<file path="src/rtl/cstat_pkg.sv">
package cstat_pkg;
  localparam int HS_W = 6;
  localparam int DS_W = 8;
  localparam int CH_W = 2;
  localparam int REC_W = CH_W + HS_W + DS_W;

  localparam logic [3:0] OFS_LO   = 4'h0;
  localparam logic [3:0] OFS_HI   = 4'h4;
  localparam logic [3:0] OFS_CTRL = 4'h8;

  typedef struct packed {
    logic [CH_W-1:0] chan;
    logic [HS_W-1:0] hstat;
    logic [DS_W-1:0] dstat;
  } rec_t;
endpackage

</file>
<file path="src/rtl/cstat_rst_sync.sv">
module cstat_rst_sync (
  input  logic clk,
  input  logic rst_n,
  output logic rst_sync_n
);
  logic [1:0] sync_q;

  always_ff @(posedge clk or negedge rst_n) begin
    if (!rst_n) sync_q <= 2'b00;
    else        sync_q <= {sync_q[0], 1'b1};
  end

  assign rst_sync_n = sync_q[1];
endmodule

</file>
<file path="src/rtl/cstat_arb.sv">
module cstat_arb #(
  parameter int NCH = 4
) (
  input  logic           clk,
  input  logic           rst_n,
  input  logic [NCH-1:0] req,
  input  logic           allow,
  output logic [NCH-1:0] gnt
);
  logic [NCH:0] seen;

  assign seen[0] = 1'b0;
  for (genvar i = 0; i < NCH; i++) begin : g_pri
    assign gnt[i]    = req[i] & ~seen[i] & allow;
    assign seen[i+1] = seen[i] | req[i];
  end

  a_r2_onehot_grant: assert property (@(posedge clk) disable iff (!rst_n)
    $onehot0(gnt));

  a_r3_no_grant_full: assert property (@(posedge clk) disable iff (!rst_n)
    !allow |-> (gnt == '0));

  for (genvar i = 1; i < NCH; i++) begin : g_chk
    a_r2_lowest_first: assert property (@(posedge clk) disable iff (!rst_n)
      gnt[i] |-> (req[i-1:0] == '0));
  end

  a_r2_some_grant: assert property (@(posedge clk) disable iff (!rst_n)
    (allow && (req != '0)) |-> (gnt != '0));
endmodule

</file>
<file path="src/rtl/cstat_store.sv">
module cstat_store
  import cstat_pkg::*;
#(
  parameter int DEPTH = 8
) (
  input  logic clk,
  input  logic rst_n,
  input  logic push,
  input  rec_t push_rec,
  input  logic pop,
  output rec_t head,
  output logic empty,
  output logic full
);
  localparam int PTR_W = (DEPTH > 1) ? $clog2(DEPTH) : 1;
  localparam int CNT_W = $clog2(DEPTH + 1);
  localparam logic [CNT_W-1:0] CNT_MAX = CNT_W'(DEPTH);
  localparam logic [PTR_W-1:0] PTR_LAST = PTR_W'(DEPTH - 1);

  rec_t mem [DEPTH];
  logic [PTR_W-1:0] wptr_q, wptr_d, rptr_q, rptr_d;
  logic [CNT_W-1:0] cnt_q, cnt_d;

  always_comb begin
    wptr_d = wptr_q;
    rptr_d = rptr_q;
    cnt_d  = cnt_q;
    if (push) wptr_d = (wptr_q == PTR_LAST) ? '0 : wptr_q + 1'b1;
    if (pop)  rptr_d = (rptr_q == PTR_LAST) ? '0 : rptr_q + 1'b1;
    case ({push, pop})
      2'b10:   cnt_d = cnt_q + 1'b1;
      2'b01:   cnt_d = cnt_q - 1'b1;
      default: cnt_d = cnt_q;
    endcase
  end

  always_ff @(posedge clk or negedge rst_n) begin
    if (!rst_n) begin
      wptr_q <= '0;
      rptr_q <= '0;
      cnt_q  <= '0;
    end else begin
      wptr_q <= wptr_d;
      rptr_q <= rptr_d;
      cnt_q  <= cnt_d;
    end
  end

  always_ff @(posedge clk) begin
    if (push) mem[wptr_q] <= push_rec;
  end

  assign head  = mem[rptr_q];
  assign empty = (cnt_q == '0);
  assign full  = (cnt_q == CNT_MAX);

  a_r3_no_overflow: assert property (@(posedge clk) disable iff (!rst_n)
    push |-> !full);

  a_r5_pop_nonempty: assert property (@(posedge clk) disable iff (!rst_n)
    pop |-> !empty);

  a_r3_count_bound: assert property (@(posedge clk) disable iff (!rst_n)
    cnt_q <= CNT_MAX);

  a_r3_push_grows: assert property (@(posedge clk) disable iff (!rst_n)
    (push && !pop) |=> !empty);
endmodule

</file>
<file path="src/rtl/cstat_regs.sv">
module cstat_regs
  import cstat_pkg::*;
#(
  parameter int ADDR_W = 4
) (
  input  logic              clk,
  input  logic              rst_n,
  input  logic              rd_en,
  input  logic [ADDR_W-1:0] rd_addr,
  input  logic              wr_en,
  input  logic [ADDR_W-1:0] wr_addr,
  input  logic [31:0]       wr_data,
  input  rec_t              head,
  input  logic              empty,
  output logic              pop,
  output logic [31:0]       rd_data,
  output logic              irq
);
  localparam logic [ADDR_W-1:0] A_LO   = ADDR_W'(OFS_LO);
  localparam logic [ADDR_W-1:0] A_HI   = ADDR_W'(OFS_HI);
  localparam logic [ADDR_W-1:0] A_CTRL = ADDR_W'(OFS_CTRL);

  logic        ien_q, ien_d;
  logic [31:0] rdat_q, rdat_d;
  logic [31:0] lo_word, hi_word;

  always_comb begin
    lo_word = '0;
    hi_word = '0;
    if (empty) begin
      hi_word[31] = 1'b1;
    end else begin
      lo_word[23:16] = head.dstat;
      hi_word[30]    = 1'b1;
      hi_word[9:8]   = head.chan;
      hi_word[5:0]   = head.hstat;
    end
  end

  always_comb begin
    ien_d  = ien_q;
    rdat_d = rdat_q;
    if (wr_en && (wr_addr == A_CTRL)) ien_d = wr_data[0];
    if (rd_en) begin
      case (rd_addr)
        A_LO:    rdat_d = lo_word;
        A_HI:    rdat_d = hi_word;
        A_CTRL:  rdat_d = {31'b0, ien_q};
        default: rdat_d = '0;
      endcase
    end
  end

  always_ff @(posedge clk or negedge rst_n) begin
    if (!rst_n) begin
      ien_q  <= 1'b0;
      rdat_q <= '0;
    end else begin
      ien_q  <= ien_d;
      rdat_q <= rdat_d;
    end
  end

  assign pop     = rd_en && (rd_addr == A_HI) && !empty;
  assign rd_data = rdat_q;
  assign irq     = ien_q & ~empty;

  a_r7_rd_hold: assert property (@(posedge clk) disable iff (!rst_n)
    !rd_en |=> $stable(rd_data));

  a_r6_empty_word: assert property (@(posedge clk) disable iff (!rst_n)
    (rd_en && (rd_addr == A_HI) && empty) |=> (rd_data == 32'h8000_0000));

  a_r8_irq_disable: assert property (@(posedge clk) disable iff (!rst_n)
    (wr_en && (wr_addr == A_CTRL) && !wr_data[0]) |=> !irq);

  a_r8_irq_needs_entry: assert property (@(posedge clk) disable iff (!rst_n)
    irq |-> !empty);
endmodule

</file>
<file path="src/rtl/cstat_fifo.sv">
module cstat_fifo
  import cstat_pkg::*;
#(
  parameter int NCH    = 4,
  parameter int DEPTH  = 8,
  parameter int ADDR_W = 4
) (
  input  logic                 clk,
  input  logic                 rst_n,
  input  logic [NCH-1:0]       push_req,
  input  logic [NCH*HS_W-1:0]  push_hstat,
  input  logic [NCH*DS_W-1:0]  push_dstat,
  output logic [NCH-1:0]       push_ack,
  input  logic                 rd_en,
  input  logic [ADDR_W-1:0]    rd_addr,
  output logic [31:0]          rd_data,
  input  logic                 wr_en,
  input  logic [ADDR_W-1:0]    wr_addr,
  input  logic [31:0]          wr_data,
  output logic                 irq
);
  logic rst_s_n;
  logic full, empty, pop, push;
  rec_t head, sel_rec;

  cstat_rst_sync u_rst (
    .clk        (clk),
    .rst_n      (rst_n),
    .rst_sync_n (rst_s_n)
  );

  cstat_arb #(.NCH(NCH)) u_arb (
    .clk   (clk),
    .rst_n (rst_s_n),
    .req   (push_req),
    .allow (!full),
    .gnt   (push_ack)
  );

  always_comb begin
    sel_rec = '0;
    for (int i = 0; i < NCH; i++) begin
      if (push_ack[i]) begin
        sel_rec.chan  = CH_W'(i);
        sel_rec.hstat = push_hstat[i*HS_W +: HS_W];
        sel_rec.dstat = push_dstat[i*DS_W +: DS_W];
      end
    end
  end

  assign push = |push_ack;

  cstat_store #(.DEPTH(DEPTH)) u_store (
    .clk      (clk),
    .rst_n    (rst_s_n),
    .push     (push),
    .push_rec (sel_rec),
    .pop      (pop),
    .head     (head),
    .empty    (empty),
    .full     (full)
  );

  cstat_regs #(.ADDR_W(ADDR_W)) u_regs (
    .clk     (clk),
    .rst_n   (rst_s_n),
    .rd_en   (rd_en),
    .rd_addr (rd_addr),
    .wr_en   (wr_en),
    .wr_addr (wr_addr),
    .wr_data (wr_data),
    .head    (head),
    .empty   (empty),
    .pop     (pop),
    .rd_data (rd_data),
    .irq     (irq)
  );

  a_r1_ack_needs_req: assert property (@(posedge clk) disable iff (!rst_s_n)
    (push_ack & ~push_req) == '0);

  a_r9_quiet_after_reset: assert property (@(posedge clk)
    $rose(rst_s_n) |-> !irq);
endmodule

</file>
<file path="config.mk">
export PLATFORM = sky130hd
export DESIGN_NAME = cstat_fifo
export DESIGN_NICKNAME = d
export VERILOG_FILES = /design/src/rtl/cstat_pkg.sv /design/src/rtl/cstat_rst_sync.sv /design/src/rtl/cstat_arb.sv /design/src/rtl/cstat_store.sv /design/src/rtl/cstat_regs.sv /design/src/rtl/cstat_fifo.sv
export SDC_FILE = /design/constraint.sdc
export NUM_CORES = 1
export LEC_CHECK = 0
export ABC_AREA = 1
export BUFFER_PORTS_ARGS = -buffer_cell sky130_fd_sc_hd__clkbuf_2
export CORE_MARGIN = 2
export CORE_UTILIZATION = 50
export CTS_CLUSTER_DIAMETER = 40
export CTS_CLUSTER_SIZE = 40
export DETAILED_ROUTE_END_ITERATION = 6
export GPL_TIMING_DRIVEN = 0
export PLACE_DENSITY = 0.79
export SKIP_LAST_GASP = 1
export SLEW_MARGIN = 40
export SYNTH_ARGS = -nofsm -noshare
export SYNTH_HDL_FRONTEND = slang
export SYNTH_HIERARCHICAL = 1
export SYNTH_SLANG_ARGS = --single-unit
export TNS_END_PERCENT = 10
</file>
<file path="constraint.sdc">
create_clock -name clk -period 1.73 [get_ports clk]
set_clock_uncertainty 0.2 [all_clocks]
set_input_delay 0.173 -clock clk [delete_from_list [all_inputs] [get_ports clk]]
set_output_delay 0.173 -clock clk [all_outputs]
set_load 0.005 [all_outputs]
</file>
==> results of run 1 <==
## what timing repair did
| action | 4_1_cts | 5_1_grt |
|---|---|---|
| resized for setup | 24 | 12 |
| setup endpoints to repair | 289 | 287 |
| pin swaps | 11 | 9 |
| hold endpoints to repair | 21 | 0 |
| hold buffers | 11 | 0 |
| cloned | 1 | 0 |
| setup buffers | 18 | 9 |
## how the worst min path moves through the flow
| stage | start | endpoint | slack [ps] | depth (start not counted) |
|---|---|---|---|---|
| 6_report | u_rst/sync_q[1] | u_store/wptr_q[0] | 90 | 0 |
| 5_1_grt | u_rst/sync_q[1] | u_regs/ien_q | 160 | 0 |
| 4_1_cts | push_dstat[30] | u_store/mem[3][6] | 100 | 5 |
| 3_5_place_dp | rst_n | u_rst/sync_q[0] | -240 | 1 |
| 3_3_place_gp | rst_n | u_rst/sync_q[1] | -240 | 1 |
| 2_1_floorplan | rst_n | u_rst/sync_q[0] | -320 | 0 |
## metal layers
layer	share of wire	global-route usage	up-vias
li1	-	-	2787
met1	0.41	0.298	2716
met2	0.49	0.395	283
met3	0.084	0.0458	37
met4	0.019	0.0889	0
met5	0	0	-
## flip-flops by register name, summed over array words and instances (netlist names)
| register | count |
|---|---|
| u_store/rptr_q | 3 |
| u_regs/rd_data | 18 |
| u_store/wptr_q | 3 |
| u_store/cnt_q | 4 |
| u_rst/sync_q | 2 |
| u_regs/ien_q | 1 |
| u_store/mem | 128 |
## per-stage QoR
| step | hold slack [ps] | worst slack [ps] |
|---|---|---|
| global route | 161 | -1080 |
| CTS | 104 | -884 |
| global placement | -242 | -1380 |
| finish | 92.9 | -989 |
| detailed placement | -239 | -1430 |
| floorplan | -323 | -757 |
## area by class of cell
class                           count  area [um2]
Tap cell                          184         230
Inverter                           43         176
Fill cell                        1078        5090
Timing Repair Buffer              134         921
Clock inverter                     11         118
Buffer                             51         390
Multi-Input combinational cell    489        2490
Sequential cell                   159        4620
Clock buffer                       21         440
## logic make-up (layout without fill, tap and decap cells)
logic type	count (synthesis)	in the layout	synth area share
DFF	159	159	0.625
and+or+nand+nor	343	343	0.197
other	2	15	0.00102
buffers and inverters	94	260	0.0738
AOI/OAI and AO/OA	121	121	0.0877
xor gates and xnor gates	3	3	0.00356
adders and majority gates	7	7	0.0119
## synth_stat cells, types with 7 or more instances
master                     count  share of area
sky130_fd_sc_hd__a21oi_1      15          0.010
sky130_fd_sc_hd__buf_2        12         0.0081
sky130_fd_sc_hd__nand3_1      14         0.0095
sky130_fd_sc_hd__ha_1          7          0.012
sky130_fd_sc_hd__inv_1        37          0.019
sky130_fd_sc_hd__o22ai_1      32          0.027
sky130_fd_sc_hd__nand2_1     196           0.10
sky130_fd_sc_hd__o21ai_1      11         0.0074
sky130_fd_sc_hd__nor2_1       99          0.050
sky130_fd_sc_hd__nand3_2      10          0.014
sky130_fd_sc_hd__buf_4        15          0.015
sky130_fd_sc_hd__dfrtp_1      31           0.10
sky130_fd_sc_hd__o21ai_0      62          0.042
sky130_fd_sc_hd__nand4_1      16          0.014
sky130_fd_sc_hd__buf_6        13          0.020
sky130_fd_sc_hd__clkbuf_1     10         0.0051
sky130_fd_sc_hd__edfxtp_1    128           0.52
## worst max-delay path: stages, from the launching register on
cell and delay, ps:
sky130_fd_sc_hd__dfrtp_2 440, sky130_fd_sc_hd__nand2_2 90, sky130_fd_sc_hd__nor3_4 290, sky130_fd_sc_hd__inv_2 110
sky130_fd_sc_hd__nand3_4 100, sky130_fd_sc_hd__nor2_4 50, sky130_fd_sc_hd__buf_6 130, sky130_fd_sc_hd__nor2_8 110
sky130_fd_sc_hd__buf_8 120, sky130_fd_sc_hd__nand2_8 60, sky130_fd_sc_hd__inv_6 60, sky130_fd_sc_hd__ha_4 130
sky130_fd_sc_hd__nand2_2 50, sky130_fd_sc_hd__inv_2 90, sky130_fd_sc_hd__nor2_4 50, sky130_fd_sc_hd__ha_4 170
sky130_fd_sc_hd__a21oi_4 110, sky130_fd_sc_hd__xor2_1 150, sky130_fd_sc_hd__o21ai_1 80
## where the power goes
part	leakage (nW)	internal (mW)	total (mW)	switching, mW
logic	2.25	1.85	5.19	3.33
registers	1.59	5.11	5.48	0.375
clock network	0.259	2.11	3.53	1.42
total	4.10	9.07	14.2	5.13
==> tab_implementation.tex, run 1 <==
\begin{tabular}{lr}
\hline
Metric & Value \\
\hline
\multicolumn{2}{l}{\textbf{Logic synthesis}} \\
Avg Synthesized Cell Area & 10.1 um2 \\
Post-synth cell types & 32 \\
Summed instance area of the synthesized netlist & 0.00739 mm2 \\
Primary FF master, synth & sky130\_fd\_sc\_hd\_\_edfxtp\_1 \\
Yosys warns & 6 \\
Async SR Flop Fraction & 0.195 \\
Flop and latch count out of synthesis & 159 \\
Cells after synthesis & 729 \\
Number of synthesized flops with an enable pin & 128 \\
Share of synthesized area occupied by flip-flops and latches & 0.625 \\
\multicolumn{2}{l}{\textbf{Floorplanning}} \\
I/O Pins & 141 \\
Site row count & 44 \\
Die area & 0.0158 mm2 \\
Core Box Area & 0.0145 mm2 \\
Initial core utilization & 0.510 \\
Die width & 126 um \\
DIE HEIGHT & 126 um \\
\multicolumn{2}{l}{\textbf{Power and ir drop}} \\
Pwr Density & 1510 mW/mm2 \\
Leakage power of the design & 4.10 nW \\
VDD IR max & 0.903 mV \\
Overall Power & 14.2 mW \\
\multicolumn{2}{l}{\textbf{Placement}} \\
Final GP Congestion & 0.854 \\
Dpl cells & 1021 \\
Half-perimeter wire length after placement & 11.8 mm \\
Buffers on Ports & 95 \\
Cell area after placement & 0.00825 mm2 \\
\multicolumn{2}{l}{\textbf{STA}} \\
Share of the clock period used by the worst path & 1.57 \\
Slew headroom & 0.579 \\
Slew @ Worst Pin & 632 ps \\
Setup repair after global routing missed its margin & true \\
Final number of hold-violating endpoints & 0 \\
Final critical path time including I/O delays and setup & 2720 ps \\
Final setup TNS & -189160 ps \\
Final worst slack & -989 ps \\
\# setup viols final & 287 \\
Max-slew violation total from the final report & 0 \\
Highest clock frequency the design can meet & 368 MHz \\
\multicolumn{2}{l}{\textbf{Detailed routing}} \\
First-pass detailed-route iteration total & 7 \\
Residual DRC count & 1 \\
Final ANT Viol Nets & 0 \\
Number of vias in the routed layout & 5823 \\
Drt first-iter violations & 481 \\
Post-detailed-routing wire length & 18.2 mm \\
WL/cell & 16.7 um \\
Routed vias/inst & 5.33 \\
\multicolumn{2}{l}{\textbf{Cells and area}} \\
Most common cell after layout, fill and taps aside & sky130\_fd\_sc\_hd\_\_nand2\_1 \\
Top library cells by usage in the layout, fill and taps aside & sky130\_fd\_sc\_hd\_\_nand2\_1 (189), sky130\_fd\_sc\_hd\_\_edfxtp\_1 (128), sky130\_fd\_sc\_hd\_\_clkbuf\_2 (95) \\
Antenna diode count & 0 \\
Fin util & 0.648 \\
Ratio of cells with drive above 1 in the final layout & 0.273 \\
Number of nets in the layout & 1006 \\
Area growth, synth to finish & 27.1\% \\
Final cell count without fillers & 1092 \\
Post-Layout Inst Area & 0.00939 mm2 \\
\multicolumn{2}{l}{\textbf{Critical path}} \\
Arrival time of the worst setup path & 2830 ps \\
Last element of the critical path & u\_store/cnt\_q[2] \\
Worst flop-to-flop path endpoint & u\_store/cnt\_q[2] \\
Maximum fanout along the worst path & 4 \\
Required time at the endpoint of the critical path & 1840 ps \\
Launching instance or port of the critical path & u\_store/cnt\_q[3] \\
Start of the worst register-to-register path & u\_store/cnt\_q[3] \\
R2r setup slk & -990 ps \\
Crit start category & flip-flop \\
Worst Reg2Reg Path Length in Cells & 18 \\
Crit path capture type & flip-flop \\
Category of the critical setup timing path & reg -> reg \\
\multicolumn{2}{l}{\textbf{Clock network}} \\
Clock buffer depth & 2 \\
Clock root cell & sky130\_fd\_sc\_hd\_\_clkbuf\_16 \\
Clock buffer count from CTS & 17 \\
Clock latency on the worst-skew pair & 430 ps \\
CTS tree & done \\
H-Tree Depth & 4 \\
Sink Count & 159 \\
CTS clock-pin slew for the worst setup and hold paths & 60 ps \\
\multicolumn{2}{l}{\textbf{Global routing}} \\
Global-route congestion overflow total & 0 \\
Number of antenna violations at the first check in global routing & 0 \\
Maximum number of pins on one net before global-route repair & 30 \\
Vias in the first global route & 5714 \\
Total global routing track utilization & 0.233 \\
Wire length of the first global-routing pass & 28.5 mm \\
\multicolumn{2}{l}{\textbf{Run status}} \\
Violations in the final reports & design-rule violations, negative setup slack \\
Status & finished, violations left \\
\multicolumn{2}{l}{\textbf{Job}} \\
Max Cap Viol & 0 \\
\multicolumn{2}{l}{\textbf{Worst hold path}} \\
Class of the most critical hold timing path & reg -> async \\
\hline
\end{tabular}
Power figures use the tool's default switching activity.
==> run 2, diff against run 1 <==
Settings changed: CORE_MARGIN 2 to default, CORE_UTILIZATION 50 to 56, PLACE_DENSITY 0.79 to 0.84.
Clock period 1.73 ns to 2.72 ns, I/O delays scaled along.
==> tab_implementation.tex, run 2 (same netlist as run 1, synthesis figures left out) <==
\begin{tabular}{lr}
\hline
Metric & Value \\
\hline
\multicolumn{2}{l}{\textbf{Floorplanning}} \\
Site row count & 41 \\
DIE HEIGHT & 117 um \\
Initial core utilization & 0.581 \\
Die area & 0.0137 mm2 \\
Core Box Area & 0.0127 mm2 \\
Die width & 117 um \\
I/O Pins & 141 \\
\multicolumn{2}{l}{\textbf{STA}} \\
Share of the clock period used by the worst path & 1.02 \\
Highest clock frequency the design can meet & 361 MHz \\
Slew @ Worst Pin & 615 ps \\
Final number of hold-violating endpoints & 0 \\
Max-slew violation total from the final report & 0 \\
Final worst slack & -47.5 ps \\
Final critical path time including I/O delays and setup & 2770 ps \\
Slew headroom & 0.590 \\
Worst hold slack after final layout & 11.4 ps \\
\# setup viols final & 64 \\
Setup repair after global routing missed its margin & true \\
\multicolumn{2}{l}{\textbf{Cells and area}} \\
Post-Layout Inst Area & 0.00904 mm2 \\
Register containing the most flip-flops in the final layout & u\_store/mem \\
Final cell count without fillers & 1061 \\
Ratio of cells with drive above 1 in the final layout & 0.249 \\
Number of nets in the layout & 987 \\
Area of the multi-input gates & 0.00241 mm2 \\
Flip-flop count of the largest register after layout & 128 \\
Sequential standard cell area & 0.00462 mm2 \\
Top library cells by usage in the layout, fill and taps aside & sky130\_fd\_sc\_hd\_\_nand2\_1 (194), sky130\_fd\_sc\_hd\_\_edfxtp\_1 (128), sky130\_fd\_sc\_hd\_\_clkbuf\_2 (95) \\
Antenna diode count & 0 \\
Most common cell after layout, fill and taps aside & sky130\_fd\_sc\_hd\_\_nand2\_1 \\
Layout fillers & 885 \\
Area growth, synth to finish & 22.4\% \\
\multicolumn{2}{l}{\textbf{Run status}} \\
Violations in the final reports & negative setup slack \\
Status & finished, violations left \\
\multicolumn{2}{l}{\textbf{Worst hold path}} \\
Class of the most critical hold timing path & in -> reg \\
\multicolumn{2}{l}{\textbf{Detailed routing}} \\
Number of vias in the routed layout & 5705 \\
Residual DRC count & 0 \\
Post-detailed-routing wire length & 17.5 mm \\
Drt first-iter violations & 498 \\
Final ANT Viol Nets & 0 \\
First-pass detailed-route iteration total & 5 \\
Routed vias/inst & 5.38 \\
WL/cell & 16.5 um \\
\multicolumn{2}{l}{\textbf{Clock network}} \\
H-Tree Depth & 4 \\
CTS tree & done \\
Clock buffer depth & 2 \\
CTS clock-pin slew for the worst setup and hold paths & 60 ps \\
Clock root cell & sky130\_fd\_sc\_hd\_\_clkbuf\_16 \\
Clock latency on the worst-skew pair & 420 ps \\
Clock buffer count from CTS & 17 \\
Sink Count & 159 \\
\multicolumn{2}{l}{\textbf{Placement}} \\
Final GP Congestion & 0.815 \\
Buffers on Ports & 95 \\
Dpl cells & 1009 \\
Half-perimeter wire length after placement & 11.5 mm \\
Cell area after placement & 0.00820 mm2 \\
\multicolumn{2}{l}{\textbf{Critical path}} \\
Cell at the slowest stage of the critical path & sky130\_fd\_sc\_hd\_\_nor2\_4 \\
Category of the critical setup timing path & reg -> reg \\
Crit path capture type & flip-flop \\
Crit start category & flip-flop \\
Maximum fanout along the worst path & 16 \\
Max incr delay on CP & 530 ps \\
Worst-path cell chain & nand2\_2 > nor3\_4 > inv\_2 > nand2\_1 > nor2\_2 > nor2\_4 > nand2\_8 > nand2\_1 > nor2\_4 \\
Arrival time of the worst setup path & 2620 ps \\
Required time at the endpoint of the critical path & 2570 ps \\
\multicolumn{2}{l}{\textbf{Global routing}} \\
Maximum number of pins on one net before global-route repair & 30 \\
Total global routing track utilization & 0.271 \\
Number of antenna violations at the first check in global routing & 0 \\
Vias in the first global route & 5515 \\
Wire length of the first global-routing pass & 27.0 mm \\
Global-route congestion overflow total & 0 \\
\multicolumn{2}{l}{\textbf{Power and ir drop}} \\
Pwr Density & 971 mW/mm2 \\
Overall Power & 8.78 mW \\
VDD IR max & 0.553 mV \\
Leakage power of the design & 3.98 nW \\
\multicolumn{2}{l}{\textbf{Job}} \\
Max Cap Viol & 0 \\
\hline
\end{tabular}
[run 2: report_power, final]
group	internal [mW]	total [mW]	switching, mW
Clock	1.33	2.23	0.899
Combinational	1.02	3.08	2.06
Sequential	3.25	3.46	0.213
[run 2: through the flow]
| step | worst slack (ps) | TNS [ps] | utilization |
|---|---|---|---|
| after global placement | -940 | -115970 | 0.639 |
| after global routing | -173 | -13180 | 0.711 |
| final | -47.5 | -2010 | 0.711 |
| after CTS | -166 | -15330 | 0.702 |
| after detailed placement | -817 | -58170 | 0.644 |
| after floorplan | -84.7 | -8750 | - |
[run 2: what timing repair did]
item / CTS / global route
gates resized for setup: 10 / 13
hold endpoints to repair: 8 / 0
hold buffers: 9 / 0
pin swaps: 4 / 6
setup endpoints to repair: 133 / 131
buffers inserted: 5 / 7
[run 2: final timing paths]
| path | from | endpoint | slack, ps | cells past startpoint |
|---|---|---|---|---|
| min in group asynchronous | u_rst/sync_q[1] | u_store/wptr_q[2] | 80 | 0 |
| worst max-delay path | u_store/cnt_q[3] | u_store/mem[1][9] | -50 | 9 |
| worst min register to register | u_rst/sync_q[1] | u_store/wptr_q[2] | 80 | 0 |
| worst min-delay path | rd_addr[1] | u_regs/rd_data[9] | 10 | 4 |
| worst max register to register | u_store/cnt_q[3] | u_store/mem[1][9] | -50 | 9 |
| max in group asynchronous | rst_n | u_rst/sync_q[1] | 1660 | 3 |
[run 2: cell type report]
| cell class | count | share of cell area |
|---|---|---|
| buffer | 50 | 0.0415 |
| clock buffer | 19 | 0.0479 |
| clock inverter | 13 | 0.0136 |
| inverter | 43 | 0.0190 |
| multi-input combinational | 489 | 0.266 |
| sequential | 159 | 0.511 |
| tap | 172 | 0.0238 |
| timing repair buffer | 116 | 0.0767 |
[run 2: layer usage]
| metal | global-route usage | up-vias | wire, um |
|---|---|---|---|
| met4 | 0.131 | 0 | 387 |
| met3 | 0.0515 | 33 | 1540 |
| met1 | 0.336 | 2590 | 6820 |
| met5 | 0 | - | 0 |
| met2 | 0.459 | 331 | 8750 |
| li1 | - | 2751 | - |
[run 2: critical path: cells and delay by family (launching register included)]
| family | cells | cell delay, ps |
|---|---|---|
| AND/OR/NAND/NOR | 8 | 1670 |
| buffers and inverters | 1 | 80 |
| flip-flops | 1 | 440 |
